==> src/rtl/synth_cfg_pkg.sv <==
package synth_cfg_pkg;
  localparam int M_W   = 9;
  localparam int SR_W  = M_W + 1;
  localparam int M_MIN = 125;
  localparam int M_MAX = 350;
  localparam int M_DEF = 256;

  function automatic logic m_lockable(input logic [M_W-1:0] m);
    return (int'(m) >= M_MIN) && (int'(m) <= M_MAX);
  endfunction
endpackage

==> src/rtl/cfg_sync.sv <==
module cfg_sync #(
  parameter int           W       = 1,
  parameter logic [W-1:0] RST_VAL = '0
) (
  input  logic         clk,
  input  logic         rst_n,
  input  logic [W-1:0] d,
  output logic [W-1:0] q
);
  logic [W-1:0] meta;

  always_ff @(posedge clk or negedge rst_n) begin
    if (!rst_n) begin
      meta <= RST_VAL;
      q    <= RST_VAL;
    end else begin
      meta <= d;
      q    <= meta;
    end
  end
endmodule

==> src/rtl/cfg_edge.sv <==
module cfg_edge #(
  parameter int           W       = 1,
  parameter logic [W-1:0] RST_VAL = '0
) (
  input  logic         clk,
  input  logic         rst_n,
  input  logic [W-1:0] lvl,
  output logic [W-1:0] rise
);
  logic [W-1:0] prev;

  always_ff @(posedge clk or negedge rst_n) begin
    if (!rst_n) prev <= RST_VAL;
    else        prev <= lvl;
  end

  for (genvar i = 0; i < W; i++) begin : g_rise
    assign rise[i] = lvl[i] & ~prev[i];
  end
endmodule

==> src/rtl/cfg_shift.sv <==
module cfg_shift #(
  parameter int W = 10
) (
  input  logic         clk,
  input  logic         rst_n,
  input  logic         en,
  input  logic         din,
  output logic [W-1:0] q,
  output logic [W-1:0] q_next
);
  assign q_next = en ? {q[W-2:0], din} : q;

  always_ff @(posedge clk or negedge rst_n) begin
    if (!rst_n) q <= '0;
    else        q <= q_next;
  end
endmodule

==> src/rtl/synth_div_cfg.sv <==
module synth_div_cfg
  import synth_cfg_pkg::*;
(
  input  logic           clk,
  input  logic           rst_n,
  input  logic [M_W-1:0] m_bus,
  input  logic           par_load_n,
  input  logic           ser_clk,
  input  logic           ser_data,
  input  logic           ser_load,
  input  logic           mreset_in,
  output logic [M_W-1:0] m_active,
  output logic           n_sel,
  output logic           lock_ok,
  output logic           div_reset
);
  localparam int CTL_W = 5;
  localparam int I_PAR = 4;
  localparam int I_SL  = 3;
  localparam int I_SC  = 2;
  localparam int I_SD  = 1;
  localparam int I_MR  = 0;
  localparam logic [CTL_W-1:0] CTL_RST = CTL_W'(1) << I_PAR;

  logic [CTL_W-1:0] ctl_raw, ctl_s, ctl_rise;
  logic [M_W-1:0]   m_s;
  logic [SR_W-1:0]  sr_q, sr_next;

  assign ctl_raw = {par_load_n, ser_load, ser_clk, ser_data, mreset_in};

  cfg_sync #(.W(CTL_W), .RST_VAL(CTL_RST)) u_ctl_sync (
    .clk(clk), .rst_n(rst_n), .d(ctl_raw), .q(ctl_s));

  cfg_sync #(.W(M_W), .RST_VAL('0)) u_bus_sync (
    .clk(clk), .rst_n(rst_n), .d(m_bus), .q(m_s));

  cfg_edge #(.W(CTL_W), .RST_VAL(CTL_RST)) u_edge (
    .clk(clk), .rst_n(rst_n), .lvl(ctl_s), .rise(ctl_rise));

  // named internal events
  logic par_hi, par_rise, sl_hi, sl_rise, sc_rise;
  logic shift_en, serial_evt, par_evt;

  assign par_hi     = ctl_s[I_PAR];
  assign par_rise   = ctl_rise[I_PAR];
  assign sl_hi      = ctl_s[I_SL];
  assign sl_rise    = ctl_rise[I_SL];
  assign sc_rise    = ctl_rise[I_SC];
  assign shift_en   = par_hi & sc_rise;
  assign serial_evt = par_hi & sl_hi & (sl_rise | sc_rise);
  assign par_evt    = ~par_hi | par_rise;

  cfg_shift #(.W(SR_W)) u_shift (
    .clk(clk), .rst_n(rst_n), .en(shift_en), .din(ctl_s[I_SD]),
    .q(sr_q), .q_next(sr_next));

  logic [M_W-1:0] m_q;
  logic           n_q;

  always_ff @(posedge clk or negedge rst_n) begin
    if (!rst_n) begin
      m_q <= M_W'(M_DEF);
      n_q <= 1'b0;
    end else if (serial_evt) begin
      m_q <= sr_next[M_W-1:0];
      n_q <= sr_next[SR_W-1];
    end else if (par_evt) begin
      m_q <= m_s;
      n_q <= 1'b0;
    end
  end

  assign m_active  = m_q;
  assign n_sel     = n_q;
  assign lock_ok   = m_lockable(m_q);
  assign div_reset = ctl_s[I_MR];


  par_flow_chk: assert property (@(posedge clk) disable iff (!rst_n)
    $past(!par_hi) |-> (m_q == $past(m_s)));


  par_n_zero_chk: assert property (@(posedge clk) disable iff (!rst_n)
    $past(par_evt && !serial_evt) |-> (n_q == 1'b0));


  ser_xfer_chk: assert property (@(posedge clk) disable iff (!rst_n)
    $past(serial_evt) |-> ({n_q, m_q} == $past(sr_next)));


  ser_hold_chk: assert property (@(posedge clk) disable iff (!rst_n)
    $past(par_hi && !sl_hi && !par_rise) |-> ($stable(m_q) && $stable(n_q)));


  shift_mode_chk: assert property (@(posedge clk) disable iff (!rst_n)
    (sr_q != $past(sr_q)) |-> $past(par_hi));


  ser_prio_chk: assert property (@(posedge clk) disable iff (!rst_n)
    $past(par_rise && sl_rise) |-> (m_q == $past(sr_next[M_W-1:0])));
endmodule

==> config.mk <==
export PLATFORM = sky130hd
export DESIGN_NAME = synth_div_cfg
export DESIGN_NICKNAME = d
export VERILOG_FILES = /design/src/rtl/synth_cfg_pkg.sv /design/src/rtl/cfg_sync.sv /design/src/rtl/cfg_edge.sv /design/src/rtl/cfg_shift.sv /design/src/rtl/synth_div_cfg.sv
export SDC_FILE = /design/constraint.sdc
export NUM_CORES = 1
export LEC_CHECK = 0
export BUFFER_PORTS_ARGS = -buffer_cell sky130_fd_sc_hd__buf_4
export CAP_MARGIN = 20
export CORE_ASPECT_RATIO = 0.5
export CORE_MARGIN = 2
export CORE_UTILIZATION = 45
export CTS_CLUSTER_DIAMETER = 200
export DETAILED_ROUTE_END_ITERATION = 8
export PLACE_DENSITY = 0.66
export REMOVE_ABC_BUFFERS = 1
export SYNTH_ARGS = -nofsm -noshare
export SYNTH_HDL_FRONTEND = slang
export SYNTH_SLANG_ARGS = --single-unit
==> constraint.sdc <==
create_clock -name clk -period 2.9 [get_ports clk]
set_input_delay 0.29 -clock clk [delete_from_list [all_inputs] [get_ports clk]]
set_output_delay 0.29 -clock clk [all_outputs]
set_load 0.02 [all_outputs]
# Yosys cells after proc, flatten, opt, wreduce, memory -nomap -nowiden
# Index checks and enable logic that the tools add are counted.
dict set report word_totals {
  ff_bits 53
  in_bits 16
  output_inout_bits 12
  wordCells 29
}
dict set report op_classes {
  magnitude_cmp 2
  n_mux 5
  bitwise_logic 12
  reduce_logical 2
}
# op count
set ops {}
lappend ops {{2-to-1 mux 9 bit} 2}
lappend ops {{2-to-1 mux 10 bit} 1}
lappend ops {{>= comparator 9 x 7 -> 1 bit (second input constant)} 1}
lappend ops {{<= comparator 9 bit (second input constant)} 1}
lappend ops {{AND 1 bit} 6}
lappend ops {{NOT 1 bit} 4}
lappend ops {{2-to-1 mux 1 bit} 2}
lappend ops {{bitwise OR 1 bit} 2}
lappend ops {{nonzero test 2 bit} 1}
lappend ops {{logical AND 1 bit} 1}

# Logic depth before layout (Yosys ltp)
# Gate-level depths: netlist of the first run.
dict set report logic_depth {
  depth_word 5
  depth_mapped 5
  mapped_depth_nobuf 4
}

# Cells and area by module
# Synthesis of the first run repeated with hierarchy kept, for this count alone.
dict set report unflattened {
  hier_cells 104
  area_unflattened_um2 1866.8
}
# mod n_inst cells_each area_each_um2 seq_area_each_um2
set by_module_without_submodules {}
lappend by_module_without_submodules {synth_div_cfg 1 45 556.8 251.5}
lappend by_module_without_submodules {{cfg_sync (u_bus_sync)} 1 18 450.4 450.4}
lappend by_module_without_submodules {cfg_shift 1 21 411.6 250.2}
lappend by_module_without_submodules {{cfg_sync (u_ctl_sync)} 1 10 252.7 252.7}
lappend by_module_without_submodules {cfg_edge 1 10 195.2 126.4}

# Worst setup path after synthesis of the first run
# Ideal clock, no wire load.
dict set report synth_timing {
  kind {reg-to-reg}
  from {reg u_ctl_sync.q[4]}
  to {reg m_q[0], in the netlist m_active[0]}
  setup_time_ps 125
  arrival_time_ps 1561
  required_ps 2775
  slack_ps 1215
  stages_incl_launch_ff 6
  path_buffers 1
  period_less_slack_ps 1685
  path_cell_list {dfstp_2 nand3b_1 buf_6 mux2_4 mux2_2 mux2_2}
}
dict set report synth_between {
  elab_chain_cells 3
}
# item line
set synth_lines {}
lappend synth_lines {{from (decl)} cfg_sync.sv:8} ;# output logic [W-1:0] q
lappend synth_lines {{from (signal assigned)} cfg_sync.sv:18} ;# q <= meta;
lappend synth_lines {{AND 1 bit} synth_div_cfg.sv:49} ;# assign shift_en = par_hi & sc_rise;
lappend synth_lines {{2-to-1 mux 10 bit} cfg_shift.sv:11} ;# assign q_next = en ? {q[W-2:0], din} : q;
lappend synth_lines {{named net sr_next[0]} synth_div_cfg.sv:27} ;# logic [SR_W-1:0] sr_q, sr_next;
lappend synth_lines {{2-to-1 mux 9 bit} synth_div_cfg.sv:64} ;# end else if (serial_evt) begin
lappend synth_lines {{to (signal assigned)} synth_div_cfg.sv:62} ;# m_q <= M_W'(M_DEF);
lappend synth_lines {{to (signal assigned)} synth_div_cfg.sv:65} ;# m_q <= sr_next[M_W-1:0];
lappend synth_lines {{to (signal assigned)} synth_div_cfg.sv:68} ;# m_q <= m_s;
lappend synth_lines {{to (decl)} synth_div_cfg.sv:57} ;# logic [M_W-1:0] m_q;
# The timed path passes the listed nets, and every way through them passes these cells.
# A chain may end at the register's enable or synchronous reset.

# Final worst setup path of the first run
dict set report layout_timing {
  from {reg u_ctl_sync.q[4]}
  to {reg m_q[5], in the netlist m_active[5]}
}
# The elaborated chain is that of the path after synthesis.

==> results of run 1 <==
==> synthesized netlist by cell type, drive strengths merged <==
master  count
a21oi       4
a22o        1
buf         1
dfrtp      47
dfstp       4
mux2       28
nand2       4
nand2b      1
nand3b      1
nand4       1
nor2        1
nor3        1
o21ai       2
==> metrics by stage <==
| step | hold slack [ps] | instances | power [mW] |
|---|---|---|---|
| after floorplan | -5.591 | 95 | 1.026 |
| after global placement | 331.4 | 173 | 1.123 |
| after detailed placement | 334.7 | 173 | 1.131 |
| after CTS | 14.31 | 181 | 1.631 |
| after global routing | 45.41 | 181 | 1.689 |
| final | -2.175 | 181 | 1.612 |
==> power by group <==
| part | internal, mW | switching, mW | leakage (nW) |
|---|---|---|---|
| sequential | 0.806 | 0.0580 | 0.604 |
| clock | 0.279 | 0.219 | 0.0612 |
| combinational | 0.147 | 0.103 | 0.316 |
==> cell type report <==
class,count,area (um^2),area share (%)
clock buffers,6,82.58,3.924
clock inverters,2,35.03,1.665
multi-input cells,44,439.2,20.87
flip-flops and latches,51,1281,60.88
well taps,51,63.81,3.032
repair buffers,27,202.7,9.631
==> worst max path at each step <==
| stage | start | end | slack, ps | cells past startpoint |
|---|---|---|---|---|
| 2_1_floorplan | u_ctl_sync.q[4] | m_active[0] | 940 | 4 |
| 3_3_place_gp | u_ctl_sync.q[4] | m_active[1] | 790 | 4 |
| 3_5_place_dp | u_ctl_sync.q[4] | m_active[4] | 770 | 4 |
| 4_1_cts | u_ctl_sync.q[4] | m_active[5] | 750 | 4 |
| 5_1_grt | u_ctl_sync.q[4] | m_active[4] | 610 | 4 |
| 6_report | u_ctl_sync.q[4] | m_active[5] | 770 | 4 |
==> cell families (layout without fill, tap and decap cells) <==
family                 count (synthesis)  after routing  synth area share [%]
AOI/OAI and AO/OA                      7              7                 2.674
buffers and inverters                  1             35                0.6502
DFF                                   51             51                 73.99
muxes                                 28             28                 20.16
and+or+nand+nor                        9              9                 2.529
==> routing by layer <==
layer  wire [um]  global-route usage [%]
met1        1263                   18.85
met2        1139                   20.00
met3         109                   5.197
met4          38                   6.269
met5           0                       0
==> state kept, by name, indices dropped and copies added, names as in the netlist <==
register         flops
u_edge.prev          3
u_ctl_sync.q         5
m_active             9
u_bus_sync.q         9
n_sel                1
u_shift.q           10
u_ctl_sync.meta      5
u_bus_sync.meta      9
==> flow_summary.json, run 1 <==
{
  "outcome": "finished, violations left",
  "violations": "hold timing",
  "avgSynthCellArea_um2": 18.04,
  "holdWs_ps": -2.175,
  "vdd_drop_max_uv": 431.4,
  "r2r-start": "u_ctl_sync.q[4]",
  "clk_latency_ps": 300,
  "ant_nets": 0,
  "max-slew-margin-rel_pct": 55.24,
  "antenna_cells": 0,
  "grt_pass1_wl_um": 4215,
  "worst_r2r_endpoint": "m_active[5]",
  "p_leak_nw": 0.9811,
  "avgRoutedWirePerCell_um": 14.09,
  "arrival_ps": 2320,
  "first_iter_violations": 29,
  "tns_ps": 0,
  "cts_hold_buffers": 0,
  "hold_class": "input pin to async pin",
  "maxCapViolCount": 0,
  "htreeDepth": 2,
  "synth_seq_cells": 51,
  "layout_commonest_cell": "dfrtp_1",
  "die_width_um": 91.73,
  "coreArea_um2": 3566,
  "path_delay_family": "multiplexers",
  "yosys-top-cells-area": "dfrtp_1 68%, mux2_2 12%, mux2_4 7.8%",
  "grt_max_degree": 52,
  "worst_ep_required_time_ps": 3090,
  "first_global_vias": 847,
  "worstRegToRegCells": 4,
  "worst_slew_pin_slew_ps": 669.3,
  "cp_slowest_stage_delay_ps": 560,
  "syn_to_final_growth_pct": 21.53,
  "wl_um": 2551,
  "hpwlAfterDp_um": 1690,
  "cp_max_fo": 10,
  "io-pin-count": 28,
  "cts_buffer_depth": 2,
  "placed_area_um2": 1987,
  "slew_viol_final": 0,
  "crit_path_start_kind": "flop",
  "worstPathCellList": "nand3b_1 > mux2_4 > mux2_2 > mux2_2",
  "rows": 15,
  "design_area_um2": 2105,
  "avgViaCountPerCell": 4.702,
  "finalHoldViolCount": 12,
  "pre_cts_ws_ps": 770.0,
  "drc_errors": 0,
  "drive_gt1_share_pct": 52.31,
  "yosysSeqAreaShare_pct": 73.99,
  "rsz0062_at_grt": "false",
  "grt-ovfl-total": 0,
  "finalCritPeriodShare_pct": 73.48,
  "crit_buf_inv": 0,
  "numCtsBuffers": 5,
  "ctsResizeCount": 0,
  "final.fill_count": 277,
  "vias": 851,
  "numPortBuffers": 27,
  "synth.distinct_cells": 16,
  "synth_top_area_cell": "dfrtp_1",
  "dieHeight_um": 47.87,
  "skew_ps": 5.048,
  "postCtsSetupRepairBufs": 0,
  "clkTransAtPathRegs_ps": 90,
  "fin_crit_ps": 2131,
  "utilization_pct": 59.02,
  "synthesis.area_um2": 1732,
  "max_freq_ghz": 0.4693,
  "nNetsFinal": 145,
  "crit_top_cell": "mux2_2",
  "cts_root_buf": "clkbuf_8",
  "gp_congestion": 0.6973,
  "layout_common_cells": "47 x dfrtp_1, 27 x buf_4, 18 x mux2_2, 9 x mux2_4, 6 x clkbuf_8",
  "die_area_um2": 4391,
  "track_usage_pct": 13.73,
  "ys_warn_count": 0,
  "rrSetupSlack_ps": 770,
  "cts_sinks": 51,
  "endpoint_kind": "flop",
  "cts_tree": "done",
  "start_util_pct": 48.56,
  "powerDensity_nw_per_um2": 765.9,
  "path_class": "flop to flop",
  "synth_top_area_share_pct": 67.92,
  "final-setup-viol-count": 0,
  "layout_setup_ws_ps": 769.1,
  "drt_first_pass_iters": 2,
  "netlist_instances": 96,
  "antenna_found_initial": 0,
  "crit_slowest_cell": "dfstp_2"
}
No activity file was read; power rests on OpenSTA's default activity.
==> inputs of run 2 (changes only) <==
--- a/config.mk
+++ b/config.mk
@@ -12,7 +12,7 @@
 export CORE_UTILIZATION = 45
 export CTS_CLUSTER_DIAMETER = 200
 export DETAILED_ROUTE_END_ITERATION = 8
-export PLACE_DENSITY = 0.66
+export PLACE_DENSITY = 0.68
 export REMOVE_ABC_BUFFERS = 1
 export SYNTH_ARGS = -nofsm -noshare
 export SYNTH_HDL_FRONTEND = slang
==> constraint.sdc (replaced) <==
create_clock -name clk -period 1.7 [get_ports clk]
set_input_delay 0.17 -clock clk [delete_from_list [all_inputs] [get_ports clk]]
set_output_delay 0.17 -clock clk [all_outputs]
set_load 0.02 [all_outputs]
==> flow_summary.json, run 2 (synthesis results as in run 1) <==
{
  "crit_path_start_kind": "flop",
  "vdd_drop_max_uv": 628.6,
  "grt-ovfl-total": 0,
  "hold_class": "flop to flop",
  "crit_top_cell": "mux2_4",
  "cts_sinks": 51,
  "rsz0062_at_grt": "true",
  "antenna_found_initial": 0,
  "grt_max_degree": 52,
  "first_global_vias": 918,
  "finalHoldViolCount": 0,
  "endpoint_kind": "flop",
  "nNetsFinal": 164,
  "gp_congestion": 0.6774,
  "drt_first_pass_iters": 3,
  "largest_reg_flops": 10,
  "first_iter_violations": 24,
  "cts_root_buf": "clkbuf_8",
  "layout_setup_ws_ps": -77.31,
  "min_to": "u_bus_sync.q[2]",
  "htreeDepth": 2,
  "final-setup-viol-count": 9,
  "final.fill_count": 271,
  "die_width_um": 91.73,
  "avgRoutedWirePerCell_um": 13.69,
  "violations": "setup timing",
  "worst_ep_required_time_ps": 1890,
  "cts_buffer_depth": 2,
  "wl_um": 2738,
  "postCtsSetupRepairBufs": 0,
  "utilization_pct": 65.02,
  "clk_latency_ps": 310,
  "ant_nets": 0,
  "drive_gt1_share_pct": 47.65,
  "largest_register": "u_shift.q",
  "skew_ps": 14.48,
  "maxCapViolCount": 0,
  "io-pin-count": 28,
  "numCtsBuffers": 5,
  "hpwlAfterDp_um": 1682,
  "syn_to_final_growth_pct": 33.89,
  "max-slew-margin-rel_pct": 58.96,
  "worst_slew_pin_slew_ps": 615.6,
  "outcome": "finished, violations left",
  "p_leak_nw": 1.077,
  "fin_crit_ps": 1777,
  "r2r-start": "u_ctl_sync.q[4]",
  "finalCritPeriodShare_pct": 104.5,
  "cp_slowest_stage_delay_ps": 550,
  "cp_max_fo": 10,
  "worstRegToRegCells": 5,
  "pre_cts_ws_ps": -45.29,
  "cts_tree": "done",
  "rows": 15,
  "worst_r2r_endpoint": "m_active[5]",
  "avgViaCountPerCell": 4.660,
  "die_area_um2": 4391,
  "layout_common_cells": "47 x dfrtp_1, 28 x buf_4, 15 x mux2_2, 15 x dlygate4sd3_1, 12 x mux2_4",
  "start_util_pct": 48.56,
  "grt_pass1_wl_um": 4388,
  "track_usage_pct": 14.20,
  "drc_errors": 0,
  "slew_viol_final": 0,
  "dieHeight_um": 47.87,
  "worstPathCellList": "nand3b_1 > buf_6 > mux2_4 > mux2_4 > mux2_4",
  "arrival_ps": 1960,
  "max_freq_ghz": 0.5626,
  "layout_commonest_cell": "dfrtp_1",
  "hp-start": "u_bus_sync.meta[2]",
  "clkTransAtPathRegs_ps": 100,
  "powerDensity_nw_per_um2": 1202,
  "path_class": "flop to flop",
  "crit_slowest_cell": "dfstp_2",
  "rrSetupSlack_ps": -80,
  "whs_path_depth": 0,
  "numPortBuffers": 27,
  "vias": 932,
  "coreArea_um2": 3566,
  "antenna_cells": 0
}
-- run 2: per-layer routing --
layer	routed length (um)	global-route usage (%)
met5	0	0
met4	24	7.164
met3	98	5.669
met2	1292	22.79
met1	1323	17.57
-- run 2: timing repair --
item | CTS | global route
gates resized for setup | 3 | 1
hold buffers | 15 | 0
hold endpoints to repair | 61 | 0
pin swaps | 0 | 0
setup endpoints to repair | 9 | 9
cloned | 0 | 0
-- run 2: final cells by class --
class	count	area [um^2]	share of cell area, %
Clock inverter	2	38.79	1.673
Clock buffer	6	72.57	3.130
Timing Repair Buffer	46	411.6	17.76
Tap cell	51	63.81	2.752
Sequential cell	51	1281	55.26
Multi-Input combinational cell	44	450.4	19.43
-- run 2: per-stage QoR --
stage / hold WS (ps) / area (um^2) / std cells / setup TNS [ps] / power, mW
floorplan: -125.6 / 1720 / 95 / -2339 / 1.750
global route: 362.9 / 2318 / 200 / -827.1 / 2.926
detailed placement: 222.7 / 2042 / 177 / -289.4 / 1.940
global placement: 220.7 / 2042 / 177 / -105.8 / 1.925
finish: 352.3 / 2318 / 200 / -492.8 / 2.787
CTS: 357.1 / 2315 / 200 / -537.9 / 2.821
-- run 2: worst max-delay path: cells and delay by family, from the launching register on --
family,cells,cell delay [ps]
muxes,3,830
DFF,1,550
buffers and inverters,1,170
and+or+nand+nor,1,90
-- run 2: power breakdown --
| group | leakage (nW) | total [mW] | switching (mW) | internal (mW) |
|---|---|---|---|---|
| registers | 0.604 | 1.48 | 0.0994 | 1.38 |
| clock network | 0.0558 | 0.833 | 0.388 | 0.445 |
| logic | 0.417 | 0.479 | 0.188 | 0.291 |
-- run 2: worst max-delay path by stage --
stage / start / end / slack, ps / depth (start not counted)
floorplan: u_ctl_sync.q[4] / m_active[0] / -260 / 4
global placement: u_ctl_sync.q[4] / m_active[0] / -20 / 5
detailed placement: u_ctl_sync.q[4] / m_active[4] / -50 / 5
CTS: u_ctl_sync.q[4] / m_active[5] / -70 / 5
global route: u_ctl_sync.q[4] / m_active[4] / -110 / 5
finish: u_ctl_sync.q[4] / m_active[5] / -80 / 5
==> inputs of run 3 (changes only) <==
--- a/config.mk
+++ b/config.mk
@@ -9,10 +9,10 @@
 export CAP_MARGIN = 20
 export CORE_ASPECT_RATIO = 0.5
 export CORE_MARGIN = 2
-export CORE_UTILIZATION = 45
+export CORE_UTILIZATION = 49
 export CTS_CLUSTER_DIAMETER = 200
 export DETAILED_ROUTE_END_ITERATION = 8
-export PLACE_DENSITY = 0.68
+export PLACE_DENSITY = 0.73
 export REMOVE_ABC_BUFFERS = 1
 export SYNTH_ARGS = -nofsm -noshare
 export SYNTH_HDL_FRONTEND = slang
==> constraint.sdc (replaced) <==
create_clock -name clk -period 1.7 [get_ports clk]
set_input_delay 0.085 -clock clk [delete_from_list [all_inputs] [get_ports clk]]
set_output_delay 0.085 -clock clk [all_outputs]
set_load 0.02 [all_outputs]
==> flow_summary.json, run 3 (synthesis results as in run 1) <==
{
  "dp_cells": 178,
  "layout_setup_ws_ps": -27.73,
  "ant_nets": 0,
  "swShare_pct": 24.03,
  "final.fill_count": 236,
  "drive_gt1_share_pct": 48.00,
  "pwr-share-clk_pct": 27.1,
  "avgRoutedWirePerCell_um": 13.37,
  "track_usage_pct": 15.64,
  "ff_latch_area_um2": 1281,
  "dieHeight_um": 46.04,
  "max-slew-margin-rel_pct": 58.66,
  "cell_internal_pwr_mw": 2.044,
  "numCtsBuffers": 5,
  "max_freq_ghz": 0.5788,
  "cts_root_buf": "clkbuf_8",
  "numPortBuffers": 27,
  "start_util_pct": 50.70,
  "switchingPower_mw": 0.6465,
  "drt_first_pass_iters": 4,
  "fin_crit_ps": 1728,
  "clkTransAtPathRegs_ps": 90,
  "worst_slew_pin_slew_ps": 620.1,
  "postCtsSetupRepairBufs": 0,
  "placed_area_um2": 2049,
  "utilization_pct": 68.10,
  "cts_sinks": 51,
  "vias": 930,
  "pre_cts_ws_ps": -42.46,
  "clk_latency_ps": 290,
  "largest_reg_flops": 10,
  "final-setup-viol-count": 8,
  "die_width_um": 88.07,
  "grt-ovfl-total": 0,
  "largest_register": "u_shift.q",
  "p_leak_nw": 1.088,
  "skew_ps": 6.248,
  "multi_input_area_um2": 461.7,
  "syn_to_final_growth_pct": 34.32,
  "endpoint_kind": "flop",
  "crit_path_start_kind": "flop",
  "layout_common_cells": "47 x dfrtp_1, 29 x buf_4, 15 x mux2_4, 15 x dlygate4sd3_1, 12 x mux2_2",
  "wl_um": 2687,
  "violations": "setup timing",
  "gp_congestion": 0.6955,
  "slew_viol_final": 0,
  "avgViaCountPerCell": 4.627,
  "power_frac_seq_pct": 54.8,
  "die_area_um2": 4054,
  "arrival_ps": 1910,
  "r2r-start": "u_ctl_sync.q[4]",
  "rsz0062_at_grt": "true",
  "cp_max_fo": 10,
  "finalHoldViolCount": 0,
  "antenna_cells": 0,
  "hold_class": "input pin to async pin",
  "path_class": "flop to flop",
  "rrSetupSlack_ps": -30,
  "coreArea_um2": 3416,
  "rows": 15,
  "pwr-share-comb_pct": 18.1,
  "tns_ps": -96.69,
  "powerDensity_nw_per_um2": 1157,
  "cts_tree": "done",
  "io-pin-count": 28,
  "fin_cells": 201,
  "design_area_um2": 2326,
  "antenna_found_initial": 0,
  "outcome": "finished, violations left",
  "worst_r2r_endpoint": "m_active[7]",
  "first_global_vias": 912,
  "nNetsFinal": 165,
  "drc_errors": 0,
  "grt_pass1_wl_um": 4471,
  "vdd_drop_max_uv": 584.5,
  "finalCritPeriodShare_pct": 101.6,
  "worstRegToRegCells": 5,
  "hpwlAfterDp_um": 1644,
  "cts_buffer_depth": 2,
  "htreeDepth": 2,
  "layout_commonest_cell": "dfrtp_1",
  "first_iter_violations": 29,
  "maxCapViolCount": 0,
  "worst_ep_required_time_ps": 1880,
  "grt_max_degree": 52
}
==> run 3: cell count changes in the layout (fill, tap and decap cells not counted) <==
| cell | change |
|---|---|
| bufinv_16 | -1 |
| mux2_4 | +3 |
| buf_4 | +1 |
| inv_6 | -1 |
| clkbuf_8 | +2 |
| mux2_2 | -3 |
==> run 3: per-stage QoR <==
stage	power [mW]	hold WS, ps
floorplan	1.750	-210.6
global placement	1.925	137.6
detailed placement	1.940	141.5
CTS	2.705	354.2
global route	2.821	354.7
finish	2.691	350.6
==> run 3: cell type report <==
type                    count  area share, %
multi-input cells          44          19.85
flip-flops and latches     51          55.08
well taps                  51          2.743
clock buffers               8          4.303
repair buffers             47          18.02
==> run 3: worst max-delay path by stage <==
stage,startpoint,endpoint,cells after the start
after floorplan,u_ctl_sync.q[4],m_active[0],4
after global placement,u_ctl_sync.q[4],m_active[5],5
after detailed placement,u_ctl_sync.q[4],m_active[7],5
after CTS,u_ctl_sync.q[4],m_active[7],5
after global routing,u_ctl_sync.q[4],m_active[5],5
final,u_ctl_sync.q[4],m_active[7],5
==> run 3: critical path, cell delays in order, from the launching register on <==
cell	delay (ps)
dfstp_2	530
nand3b_1	90
buf_6	170
mux2_4	310
mux2_4	260
mux2_2	260
==> run 3: repair_timing <==
action	CTS	global route
endpoints found under the hold margin	61	0
setup endpoints to repair	9	9
gates resized for setup	2	5
hold buffers	15	0
==> run 3: power by group through the flow <==
stage                     logic, mW  clock network [mW]  registers [mW]
final                         0.486               0.730            1.47
after global routing          0.524               0.801            1.50
after CTS                     0.477               0.754            1.47
after detailed placement      0.443                   0            1.50
after global placement        0.434                   0            1.49
after floorplan               0.240                   0            1.51
==> run 3: metal layers <==
metal | up-vias | global-route usage (%) | share of wire (%) | routed length, um
met3 | 2 | 5.435 | 3.0 | 81
met4 | 0 | 3.636 | 0.71 | 19
met5 | - | 0 | 0 | 0
met1 | 475 | 21.03 | 46 | 1236
met2 | 16 | 25.15 | 50 | 1349
li1 | 437 | - | - | -
